[src/rtl/acq_ctrl.sv]
module acq_ctrl #(
  parameter int ADDR_W   = 10,
  parameter int CNT_W    = 16,
  parameter int SAMPLES  = 8,
  parameter int SAMPLE_W = 8
) (
  input  logic                         clk,
  input  logic                         rst_n,
  input  logic                         start_i,
  input  logic                         abort_i,
  input  logic [CNT_W-1:0]             pre_cnt_i,
  input  logic [CNT_W-1:0]             post_cnt_i,
  input  logic                         trig_i,
  input  logic                         sample_valid_i,
  input  logic [SAMPLES*SAMPLE_W-1:0]  sample_i,
  output logic                         mem_we_o,
  output logic [ADDR_W-1:0]            mem_addr_o,
  output logic [SAMPLES*SAMPLE_W-1:0]  mem_data_o,
  output logic [ADDR_W-1:0]            trig_addr_o,
  output logic                         done_o,
  output logic [2:0]                   state_o
);
  localparam logic [CNT_W-1:0]  CNT_ONE = 1;
  localparam logic [ADDR_W-1:0] ADR_ONE = 1;

  typedef enum logic [2:0] {
    S_IDLE = 3'd0, S_PRE = 3'd1, S_ARMED = 3'd2, S_POST = 3'd3, S_DONE = 3'd4
  } st_t;

  st_t               st;
  logic [ADDR_W-1:0] ptr, trig_q;
  logic [CNT_W-1:0]  cnt, pre_q, post_q;
  logic              running, wr, cnt_hit_pre, cnt_hit_post;

  assign running      = (st == S_PRE) || (st == S_ARMED) || (st == S_POST);
  assign wr           = running && sample_valid_i;
  assign cnt_hit_pre  = (cnt + CNT_ONE) == pre_q;
  assign cnt_hit_post = (cnt + CNT_ONE) == post_q;

  assign mem_we_o    = wr;
  assign mem_addr_o  = ptr;
  assign mem_data_o  = sample_i;
  assign trig_addr_o = trig_q;
  assign done_o      = (st == S_DONE);
  assign state_o     = st;

  always_ff @(posedge clk) begin
    if (!rst_n) begin
      st     <= S_IDLE;
      ptr    <= '0;
      trig_q <= '0;
      cnt    <= '0;
      pre_q  <= '0;
      post_q <= '0;
    end else if (abort_i) begin
      st <= S_IDLE;
    end else begin
      if (wr) ptr <= ptr + ADR_ONE;
      case (st)
        S_IDLE, S_DONE: if (start_i) begin
          ptr    <= '0;
          cnt    <= '0;
          pre_q  <= pre_cnt_i;
          post_q <= post_cnt_i;
          st     <= (pre_cnt_i == '0) ? S_ARMED : S_PRE;
        end
        S_PRE: if (sample_valid_i) begin
          if (cnt_hit_pre) begin
            cnt <= '0;
            st  <= S_ARMED;
          end else begin
            cnt <= cnt + CNT_ONE;
          end
        end
        S_ARMED: if (sample_valid_i && trig_i) begin
          trig_q <= ptr;
          cnt    <= '0;
          st     <= (post_q == '0) ? S_DONE : S_POST;
        end
        S_POST: if (sample_valid_i) begin
          if (cnt_hit_post) st <= S_DONE;
          else              cnt <= cnt + CNT_ONE;
        end
        default: st <= S_IDLE;
      endcase
    end
  end


  addr_step_chk: assert property (@(posedge clk) disable iff (!rst_n)
    (mem_we_o && !abort_i) |=> (mem_addr_o == $past(mem_addr_o) + ADR_ONE));


  pre_no_skip_chk: assert property (@(posedge clk) disable iff (!rst_n)
    (st == S_PRE && !abort_i) |=> (st == S_PRE || st == S_ARMED));


  trig_addr_chk: assert property (@(posedge clk) disable iff (!rst_n)
    (st == S_ARMED && trig_i && sample_valid_i && !abort_i) |=> (trig_addr_o == $past(mem_addr_o)));


  done_entry_chk: assert property (@(posedge clk) disable iff (!rst_n)
    $rose(done_o) |-> ($past(st) == S_POST || $past(st) == S_ARMED));


  restart_chk: assert property (@(posedge clk) disable iff (!rst_n)
    (st == S_DONE && start_i && !abort_i) |=> (!done_o && mem_addr_o == '0));


  abort_chk: assert property (@(posedge clk) disable iff (!rst_n)
    abort_i |=> (st == S_IDLE));
endmodule

[config.mk]
export PLATFORM = sky130hd
export DESIGN_NAME = acq_ctrl
export DESIGN_NICKNAME = d
export VERILOG_FILES = /design/src/rtl/acq_ctrl.sv
export SDC_FILE = /design/constraint.sdc
export NUM_CORES = 1
export LEC_CHECK = 0
export ABC_AREA = 1
export BUFFER_PORTS_ARGS = -buffer_cell sky130_fd_sc_hd__buf_4
export CAP_MARGIN = 20
export CORE_ASPECT_RATIO = 1.4
export CORE_MARGIN = 2
export CORE_UTILIZATION = 48
export CTS_CLUSTER_SIZE = 40
export DETAILED_ROUTE_END_ITERATION = 10
export PLACE_DENSITY_LB_ADDON = 0.25
export SETUP_SLACK_MARGIN = 0.02
export SLEW_MARGIN = 20
export SYNTH_ARGS = -nofsm -noshare
export SYNTH_HDL_FRONTEND = slang
export SYNTH_SLANG_ARGS = --single-unit
[constraint.sdc]
create_clock -name clk -period 2.9 [get_ports clk]
set_input_delay 0.435 -clock clk [delete_from_list [all_inputs] [get_ports clk]]
set_output_delay 0.435 -clock clk [all_outputs]
set_load 0.01 [all_outputs]
==> metrics.txt, run 1 <==
DR WL/cell 15.7 um; setup repair after global routing missed its margin false; Cell Area, Synth 4340 um2; crit-path cells ha_1, nand2_1, nor2_4, buf_4, nand4_1, nand3_1, nand2_1, nor2_1, nand2_1, nor2_2, nand3_2, nand2_4, inv_2, o21ai_0, nor2_1; core area 8930 um2; nets@finish 759; CTS Buf Count 9; share of post-route cells with drive strength above 1 16.2%; worst hold stages 3; worst hold-check path type input port to flop; full die area 9830 um2; Routed Antenna Nets 0; post-DR vias/cell 5.24; clk_lat worst skew 340 ps; Distinct cells, synth 32; Area growth, synth to finish 8.82%; vias in the first global route 3738; clock buffer depth 2; endpoints failing setup 0; clock transition at the registers of the reported paths 60 ps; DR iter-0 viols 303; CP delay by family, top simple AND/OR/NAND/NOR gates; worst path bufs/invs 2; Slew Viols, Final 0; Max VDD drop 0.423 mV; CTS tree yes; startpoint class of the critical path flop; DRC Markers 0; clock sink count 71; number of flops mapped to enable cells by yosys 0; post-synthesis sequential area ratio 32.7%; gr usage total 24.3%; initial antenna violation count 0; Slew headroom 56.8%; Die H 117 um; hpwl dp 9520 um; CP Capture Type flop; I/O pins 191; grt ovf 0; arrival time worst endpoint 2750 ps; Ant. Diodes 0; Fill cells 927; IO buf count 62; Final min period 2520 ps; Design Power 2.72 mW; setup TNS 0 ps; hold buffers post-CTS 0; Reg2Reg Depth 15; Synth Register Bits 71; first-pass GRT wire length 18400 um; Slew @ Worst Pin 647 ps; fmax 397 MHz; CP max-delay cell dfxtp_1; Critical Path Max Stage Delay 390 ps; largest net degree at the start of global routing 60; Mapped Avg Cell Area 6.61 um2; detailed-router iteration count before antenna repair 5; Pwr per Cell Area 576 nW/um2; worst endpoint required time 3130 ps; WS Path Type flop to flop; std cell rows 41; Max Cap Viol 0; ys async rst share 0%; synth warn 0; crit share post-route 86.8%; Synth Net Count 761; H-tree depth 3; detailed-route via count 4019; cell leakage power 2.17 nW; outcome complete, no violations; Fin. Hold Viols 0; CP Depth 15; routability cong. 0.895; cell repeated most along the worst path nand2_1; Die X 84.4 um; routed wire length 12000 um; Clock Skews 4.69 ps; Initial Util 48.6%; Cells after Synth 657; Max Fanout on Critical Path 17; Root Buffer clkbuf_16; main flop type after synthesis dfxtp_1
## metrics by stage
| stage | instance area (um2) | util (%) | setup slack (ps) | cells | hold WS [ps] |
|---|---|---|---|---|---|
| 6_report | 4720 | 52.9 | 384 | 767 | 330 |
| 5_1_grt | 4720 | 52.9 | 54.0 | 767 | 343 |
| 2_1_floorplan | 4340 | - | 807 | 657 | 444 |
| 3_3_place_gp | 4410 | 49.4 | 389 | 749 | 459 |
| 3_5_place_dp | 4410 | 49.4 | 324 | 749 | 467 |
| 4_1_cts | 4710 | 52.7 | 307 | 765 | 324 |
## timing repair
action / in CTS / in global routing
endpoints found under the setup margin: 0 / 14
gates resized for setup: 0 / 2
buffers inserted: 0 / 2
## worst min-delay path, stage by stage
cell	delay [ps]
buf_4	80
nor2_1	40
nor2_1	80
## registers in the layout, summed over array words and instances (netlist names)
| name | flops |
|---|---|
| mem_addr_o | 10 |
| state_o | 3 |
| trig_addr_o | 10 |
| post_q | 16 |
| cnt | 16 |
| pre_q | 16 |
## worst paths after layout
check	from	endpoint	slack (ps)
setup / recovery	cnt[1]	cnt[5]	380
hold / removal	pre_cnt_i[13]	pre_q[13]	330
setup reg to reg	cnt[1]	cnt[5]	380
hold reg to reg	pre_q[11]	pre_q[11]	470
## synth_stat cells, types with 7 or more instances
library cell  count  area, um2
nand4_1          17        106
o21ai_0          50        250
nand3_1          43        215
dfxtp_1          71       1420
a21oi_1          51        255
clkbuf_1         14       52.6
nand2_1         125        469
inv_1            75        282
o21ai_1          11       55.1
nor3_1            7       35.0
buf_4            65        488
nor2_1           80        300
## cell usage in the layout, fill, tap and decap left out, types with 7 or more instances in the layout
cell       instances
nand2_1          125
nor2_1            79
inv_1             75
dfxtp_1           70
buf_4             68
a21oi_1           51
o21ai_0           50
nand3_1           43
nand4_1           17
o21ai_1           11
clkbuf_16          9
nor3_1             7
## layout make-up
cell class                 instances  area (um2)  share of cell area, %
multi-input combinational        427        2070                   43.7
sequential                        71        1420                   30.1
timing repair buffer              68         510                   10.8
inverter                          78         293                   6.20
clock buffer                       9         225                   4.77
tap                              107         134                   2.83
clock inverter                     7        72.6                   1.54
## power breakdown
group	internal, mW	switching, mW	leakage [nW]	total [mW]
clock network	0.667	0.446	0.142	1.11
logic	0.193	0.307	1.44	0.500
registers	1.05	0.0636	0.581	1.11
total	1.90	0.817	2.17	2.72
## kinds of logic after synthesis
| kind of cell | Yosys count | synth area share (%) |
|---|---|---|
| AOI/OAI and AO/OA | 116 | 13.7 |
| xor gates and xnor gates | 8 | 1.93 |
| adders and majority gates | 2 | 0.576 |
| buffers and inverters | 159 | 19.7 |
| DFF | 71 | 32.7 |
| and+or+nand+nor | 301 | 31.4 |
## metal layers
layer	global-route usage (%)	share of wire [%]	routed length, um	vias up
li1	-	-	-	2051
met1	25.0	39	4670	1770
met2	42.0	47	5620	126
met3	7.42	8.0	962	72
met4	17.2	6.6	789	0
met5	0	0	0	-
(Power assumes the default switching activity.)
==> run 2: changes to the inputs <==
--- a/config.mk
+++ b/config.mk
@@ -5,12 +5,11 @@
 export SDC_FILE = /design/constraint.sdc
 export NUM_CORES = 1
 export LEC_CHECK = 0
-export ABC_AREA = 1
 export BUFFER_PORTS_ARGS = -buffer_cell sky130_fd_sc_hd__buf_4
 export CAP_MARGIN = 20
 export CORE_ASPECT_RATIO = 1.4
 export CORE_MARGIN = 2
-export CORE_UTILIZATION = 48
+export CORE_UTILIZATION = 49
 export CTS_CLUSTER_SIZE = 40
 export DETAILED_ROUTE_END_ITERATION = 10
 export PLACE_DENSITY_LB_ADDON = 0.25
==> run 2 against run 1 <==
Effect of this change: cell count decreased by 11%; die area increased by 0.48%; combinational power decreased by 47%; count of clock-buffer cells in the layout unchanged; final area increased by 13%; clock power about the same; routed wire length increased by 2.8%; synthesized area increased by 2.6%; clock skew increased by 2.5 ps; sequential power decreased by 7%; total power decreased by 11%; critical path depth decreased by 4; critical endpoint is now cnt[3].
==> metrics.txt, run 2 <==
ys async rst share 0%; I/O pins 191; Mapped Avg Cell Area 8.20 um2; Fin. Hold Viols 0; switching power 0.636 mW; main flop type after synthesis dfxtp_1; Synth Register Bits 71; Slew headroom 56.2%; share of post-route cells with drive strength above 1 29.6%; Max VDD drop 0.312 mV; Distinct cells, synth 61; worst endpoint required time 3120 ps; core area 8930 um2; Slew @ Worst Pin 655 ps; crit share post-route 98.7%; Initial Util 49.9%; setup repair after global routing missed its margin true; post-DR vias/cell 5.83; Pwr per Cell Area 456 nW/um2; routability cong. 0.868; Clock Skews 7.19 ps; clk_lat worst skew 340 ps; IO buf count 62; total area of sequential cells 1440 um2; Cells after Synth 543; ranking of synthesized cells by area dfxtp_1, buf_4, nand2_1; Largest regs cnt: 16 flops, post_q: 16 flops, pre_q: 16 flops; Synth Net Count 647; detailed-router iteration count before antenna repair 4; CP Capture Type flop; grt ovf 0; commonest non-fill, non-tap cell in the layout buf_4; detailed-route via count 3994; worst hold stages 3; Multi-input gate area 2510 um2; post-synthesis sequential area ratio 31.9%; post-synth top area share 31.9%; Final min period 2860 ps; H-tree depth 3; Cell Area, Synth 4450 um2; Root Buffer clkbuf_16; most frequent cells in the layout buf_4, nand2_1, dfxtp_1; Reg2Reg Depth 11; Die X 84.6 um; clock sink count 71; top cells by count, synth nand2_1, dfxtp_1, buf_4, a21oi_1, nor2_1; Die H 117 um; Max Cap Viol 0; leading area contributor after synthesis dfxtp_1; Slew Viols, Final 0; vias in the first global route 3882; arrival time worst endpoint 3090 ps; outcome complete, no violations; top-count cell post-synth nand2_1; initial antenna violation count 0; cell leakage power 2.14 nW; CTS tree yes; hpwl dp 8830 um; worst hold-check path type input port to flop; CTS Buf Count 9; Pint 1.79 mW; clock transition at the registers of the reported paths 60 ps; largest net degree at the start of global routing 44; number of flops mapped to enable cells by yosys 0; nets@finish 677; first-pass GRT wire length 19000 um; WS Path Type flop to flop; Fill cells 813; DR WL/cell 18.1 um; fmax 349 MHz; Sw Share 26.2%; final core utilization 59.7%; Logic pwr share 10.9%; Ant. Diodes 0; Area growth, synth to finish 19.7%; endpoints failing setup 0; Max Fanout on Critical Path 5; gr usage total 24.6%; startpoint class of the critical path flop; Design Power 2.43 mW; std cell rows 41; DR iter-0 viols 319; DRC Markers 0; Flop pwr share 42.4%; Routed Antenna Nets 0; full die area 9880 um2; synth warn 0; routed wire length 12400 um; clock buffer depth 2; clock group share of total power 46.7%
-- run 2: cell count changes after synthesis, moves of 9 or more --
cell / delta
o21ai_1: -10
xor2_1: +14
mux2i_1: +14
a21oi_1: -15
inv_1: -71
nand3_1: -31
xnor2_1: +20
nor2_1: -45
o31ai_1: +10
nand2_1: -46
a22o_1: +9
o21ai_0: -42
-- run 2: final timing paths --
path / startpoint / end / slack (ps)
hold / removal: post_cnt_i[3] / post_q[3] / 330
hold reg to reg: pre_q[3] / pre_q[3] / 470
setup / recovery: cnt[0] / cnt[3] / 40
setup reg to reg: cnt[0] / cnt[3] / 40
-- run 2: what timing repair did --
action | 4_1_cts | 5_1_grt
gates cloned | 0 | 2
setup buffers | 1 | 5
pin swaps | 3 | 17
hold endpoints to repair | 0 | 0
hold buffers | 0 | 0
setup endpoints to repair | 16 | 16
resized for setup | 10 | 30
-- run 2: kinds of logic after synthesis --
group / after synthesis / synth area share (%)
DFF: 71 / 31.9
buffers and inverters: 104 / 15.0
xor gates and xnor gates: 45 / 10.1
muxes: 15 / 3.40
adders and majority gates: 2 / 0.562
and+or+nand+nor: 215 / 25.1
AOI/OAI and AO/OA: 91 / 14.0
-- run 2: stage by stage --
stage                     setup WS (ps)  setup TNS (ps)  instances  hold WS [ps]  instance area (um2)
after floorplan                     128               0        543           448                 4450
after global placement             -138            -955        661           460                 4790
after detailed placement           -176           -1950        661           463                 4790
after CTS                          20.7               0        678           331                 5150
after global routing               -122            -698        685           339                 5330
final                              38.7               0        685           334                 5330
-- run 2: worst max-delay path: stages (launching register included) --
cell,delay [ps]
dfxtp_2,340
ha_4,180
nand3_4,120
clkbuf_16,150
nor2_1,30
o31a_1,280
or4_4,440
nor4_4,260
and4b_2,320
nor3_2,80
buf_4,190
a221o_1,340
-- run 2: power by group through the flow --
stage          registers, mW  clock network (mW)  logic [mW]
3_3_place_gp            1.05                   0       0.242
5_1_grt                 1.03                1.19       0.290
6_report                1.03                1.14       0.265
2_1_floorplan           1.04                   0       0.242
4_1_cts                 1.03                1.15       0.254
3_5_place_dp            1.05                   0       0.246
-- run 2: area by class of cell --
type	count	share of cell area [%]
multi-input combinational	368	47.1
sequential	71	26.9
timing repair buffer	118	17.4
clock buffer	9	4.22
tap	107	2.51
clock inverter	7	1.46
inverter	5	0.352
-- run 2: routing by layer --
| layer | routed length, um | vias up | global-route usage, % |
|---|---|---|---|
| met2 | 6500 | 179 | 45.0 |
| met1 | 4490 | 1865 | 25.4 |
| li1 | - | 1894 | - |
| met5 | 0 | - | 0 |
| met4 | 720 | 0 | 17.1 |
| met3 | 663 | 56 | 4.63 |
==> run 3: changes to the inputs <==
--- a/config.mk
+++ b/config.mk
@@ -7,11 +7,14 @@
 export LEC_CHECK = 0
 export BUFFER_PORTS_ARGS = -buffer_cell sky130_fd_sc_hd__buf_4
 export CAP_MARGIN = 20
-export CORE_ASPECT_RATIO = 1.4
+export CELL_PAD_IN_SITES_DETAIL_PLACEMENT = 0
+export CELL_PAD_IN_SITES_GLOBAL_PLACEMENT = 2
+export CORE_ASPECT_RATIO = 0.75
 export CORE_MARGIN = 2
-export CORE_UTILIZATION = 49
+export CORE_UTILIZATION = 26
 export CTS_CLUSTER_SIZE = 40
 export DETAILED_ROUTE_END_ITERATION = 10
+export GPL_TIMING_DRIVEN = 1
 export PLACE_DENSITY_LB_ADDON = 0.25
 export SETUP_SLACK_MARGIN = 0.02
 export SLEW_MARGIN = 20
==> run 3 against run 2 <==
Effect of this change: count of clock-buffer cells in the layout unchanged; routed wire length up 17%; worst hold slack better by 1.5 ps; critical path type unchanged; critical endpoint unchanged; fmax up 0.50%; via count down 2.3%; sequential power about the same; critical path depth unchanged; sequential cell count unchanged; utilization down 27 points; sequential share of layout area down 1.1 points; total power up 1.0%; clock skew up 2.1 ps.
==> metrics.txt, run 3 (synthesis gave the netlist of run 2 again) <==
I/O pins 191; routed wire length 14500 um; DRC Markers 0; CP max-delay cell or4_4; startpoint class of the critical path flop; crit-path cells ha_4, and3_4, nand3_2, and3b_1, or4_4, nor4_4, buf_4, and4b_2, nor3_4, buf_6, a221o_1; Pwr per Cell Area 444 nW/um2; first-pass GRT wire length 22800 um; worst endpoint required time 3130 ps; R2R Setup Slk 50 ps; Slew headroom 51.0%; cell leakage power 2.19 nW; Slew Viols, Final 0; full die area 18200 um2; grt ovf 0; Ant. Diodes 0; nets@finish 687; crit share post-route 98.2%; IO buf count 62; initial antenna violation count 0; Die H 117 um; most frequent cells in the layout buf_4, nand2_1, dfxtp_1; Area growth, synth to finish 24.2%; hold buffers post-CTS 0; fmax 351 MHz; post-DR vias/cell 4.86; clock sink count 71; Fin. Hold Viols 0; Slew @ Worst Pin 733 ps; setup TNS 0 ps; detailed-router iteration count before antenna repair 5; outcome complete, no violations; Final min period 2850 ps; CTS Buf Count 9; Fill cells 1754; largest net degree at the start of global routing 44; Max VDD drop 0.213 mV; vias in the first global route 3927; Clock Skews 9.25 ps; share of post-route cells with drive strength above 1 31.3%; core area 16800 um2; Largest regs cnt: 16 flops, post_q: 16 flops, pre_q: 16 flops; clk_lat worst skew 350 ps; DR iter-0 viols 230; commonest non-fill, non-tap cell in the layout buf_4; CTS tree yes; Max Fanout on Critical Path 6; H-tree depth 3; Root Buffer clkbuf_16; setup repair after global routing missed its margin true; arrival time worst endpoint 3080 ps; detailed-route via count 3901; Max Cap Viol 0; Die X 155 um; WS Path Type flop to flop; hpwl dp 11000 um; CP Capture Type flop; std cell rows 41; endpoints failing setup 0; gr usage total 16.2%; Design Power 2.46 mW; routability cong. 0.852; clock transition at the registers of the reported paths 60 ps; Initial Util 26.6%; clock buffer depth 2; DR WL/cell 18.0 um; Critical Path Max Stage Delay 540 ps; worst hold-check path type input port to flop; Routed Antenna Nets 0
## run 3: changes by cell type in the layout (fill, tap and decap cells not counted), moves of 2 or more
cell | previous run | this run
dfxtp_1 | 63 | 65
buf_4 | 111 | 120
nor3_4 | 0 | 2
xnor2_2 | 0 | 2
inv_6 | 3 | 1
dfxtp_4 | 2 | 0
xnor2_1 | 24 | 22
## run 3: worst max-delay path: cells and delay by family, from the launching register on
kind	cells	cell delay, ps
adders and majority gates	1	170
AOI/OAI and AO/OA	1	330
buffers and inverters	2	330
DFF	1	350
and+or+nand+nor	7	1550
## run 3: metal layers
layer / global-route usage, % / part of all wire, % / up-vias
li1: - / - / 1927
met2: 21.4 / 39 / 92
met4: 5.50 / 1.8 / 0
met3: 4.36 / 5.5 / 40
met5: 0 / 0 / -
met1: 24.9 / 54 / 1842
## run 3: area by class of cell
| type | count | area, um2 | share of cell area, % |
|---|---|---|---|
| tap | 215 | 269 | 4.86 |
| inverter | 5 | 18.8 | 0.339 |
| multi-input combinational | 368 | 2520 | 45.6 |
| clock inverter | 6 | 71.3 | 1.29 |
| sequential | 71 | 1430 | 25.8 |
| clock buffer | 9 | 225 | 4.07 |
| timing repair buffer | 128 | 997 | 18.0 |
## run 3: worst paths after layout
| kind | from | endpoint | cells after the start |
|---|---|---|---|
| worst max-delay path | cnt[0] | cnt[3] | 11 |
| worst min-delay path | post_cnt_i[15] | post_q[15] | 3 |
| worst max register to register | cnt[0] | cnt[3] | 11 |
| worst min register to register | pre_q[15] | pre_q[15] | 2 |
## run 3: power by group
part | switching [mW] | internal, mW
Sequential | 0.0346 | 1.00
Clock | 0.470 | 0.667
Combinational | 0.150 | 0.134
Total | 0.655 | 1.80
## run 3: repair_timing
item                                    4_1_cts  5_1_grt
resized for setup                            21       24
pin swaps                                     4        8
setup buffers                                 4        2
cloned                                        1        0
endpoints found under the setup margin       16       19
## run 3: per-stage QoR
| step | worst slack, ps | utilization, % | hold slack, ps | cell area [um2] | instances |
|---|---|---|---|---|---|
| after global placement | -164 | 29.9 | 464 | 5010 | 780 |
| final | 52.9 | 33.0 | 336 | 5530 | 802 |
| after detailed placement | -198 | 29.9 | 473 | 5010 | 780 |
| after CTS | -53.3 | 32.3 | 324 | 5420 | 800 |
| after global routing | -93.4 | 33.0 | 330 | 5530 | 802 |
| after floorplan | 128 | - | 448 | 4450 | 543 |
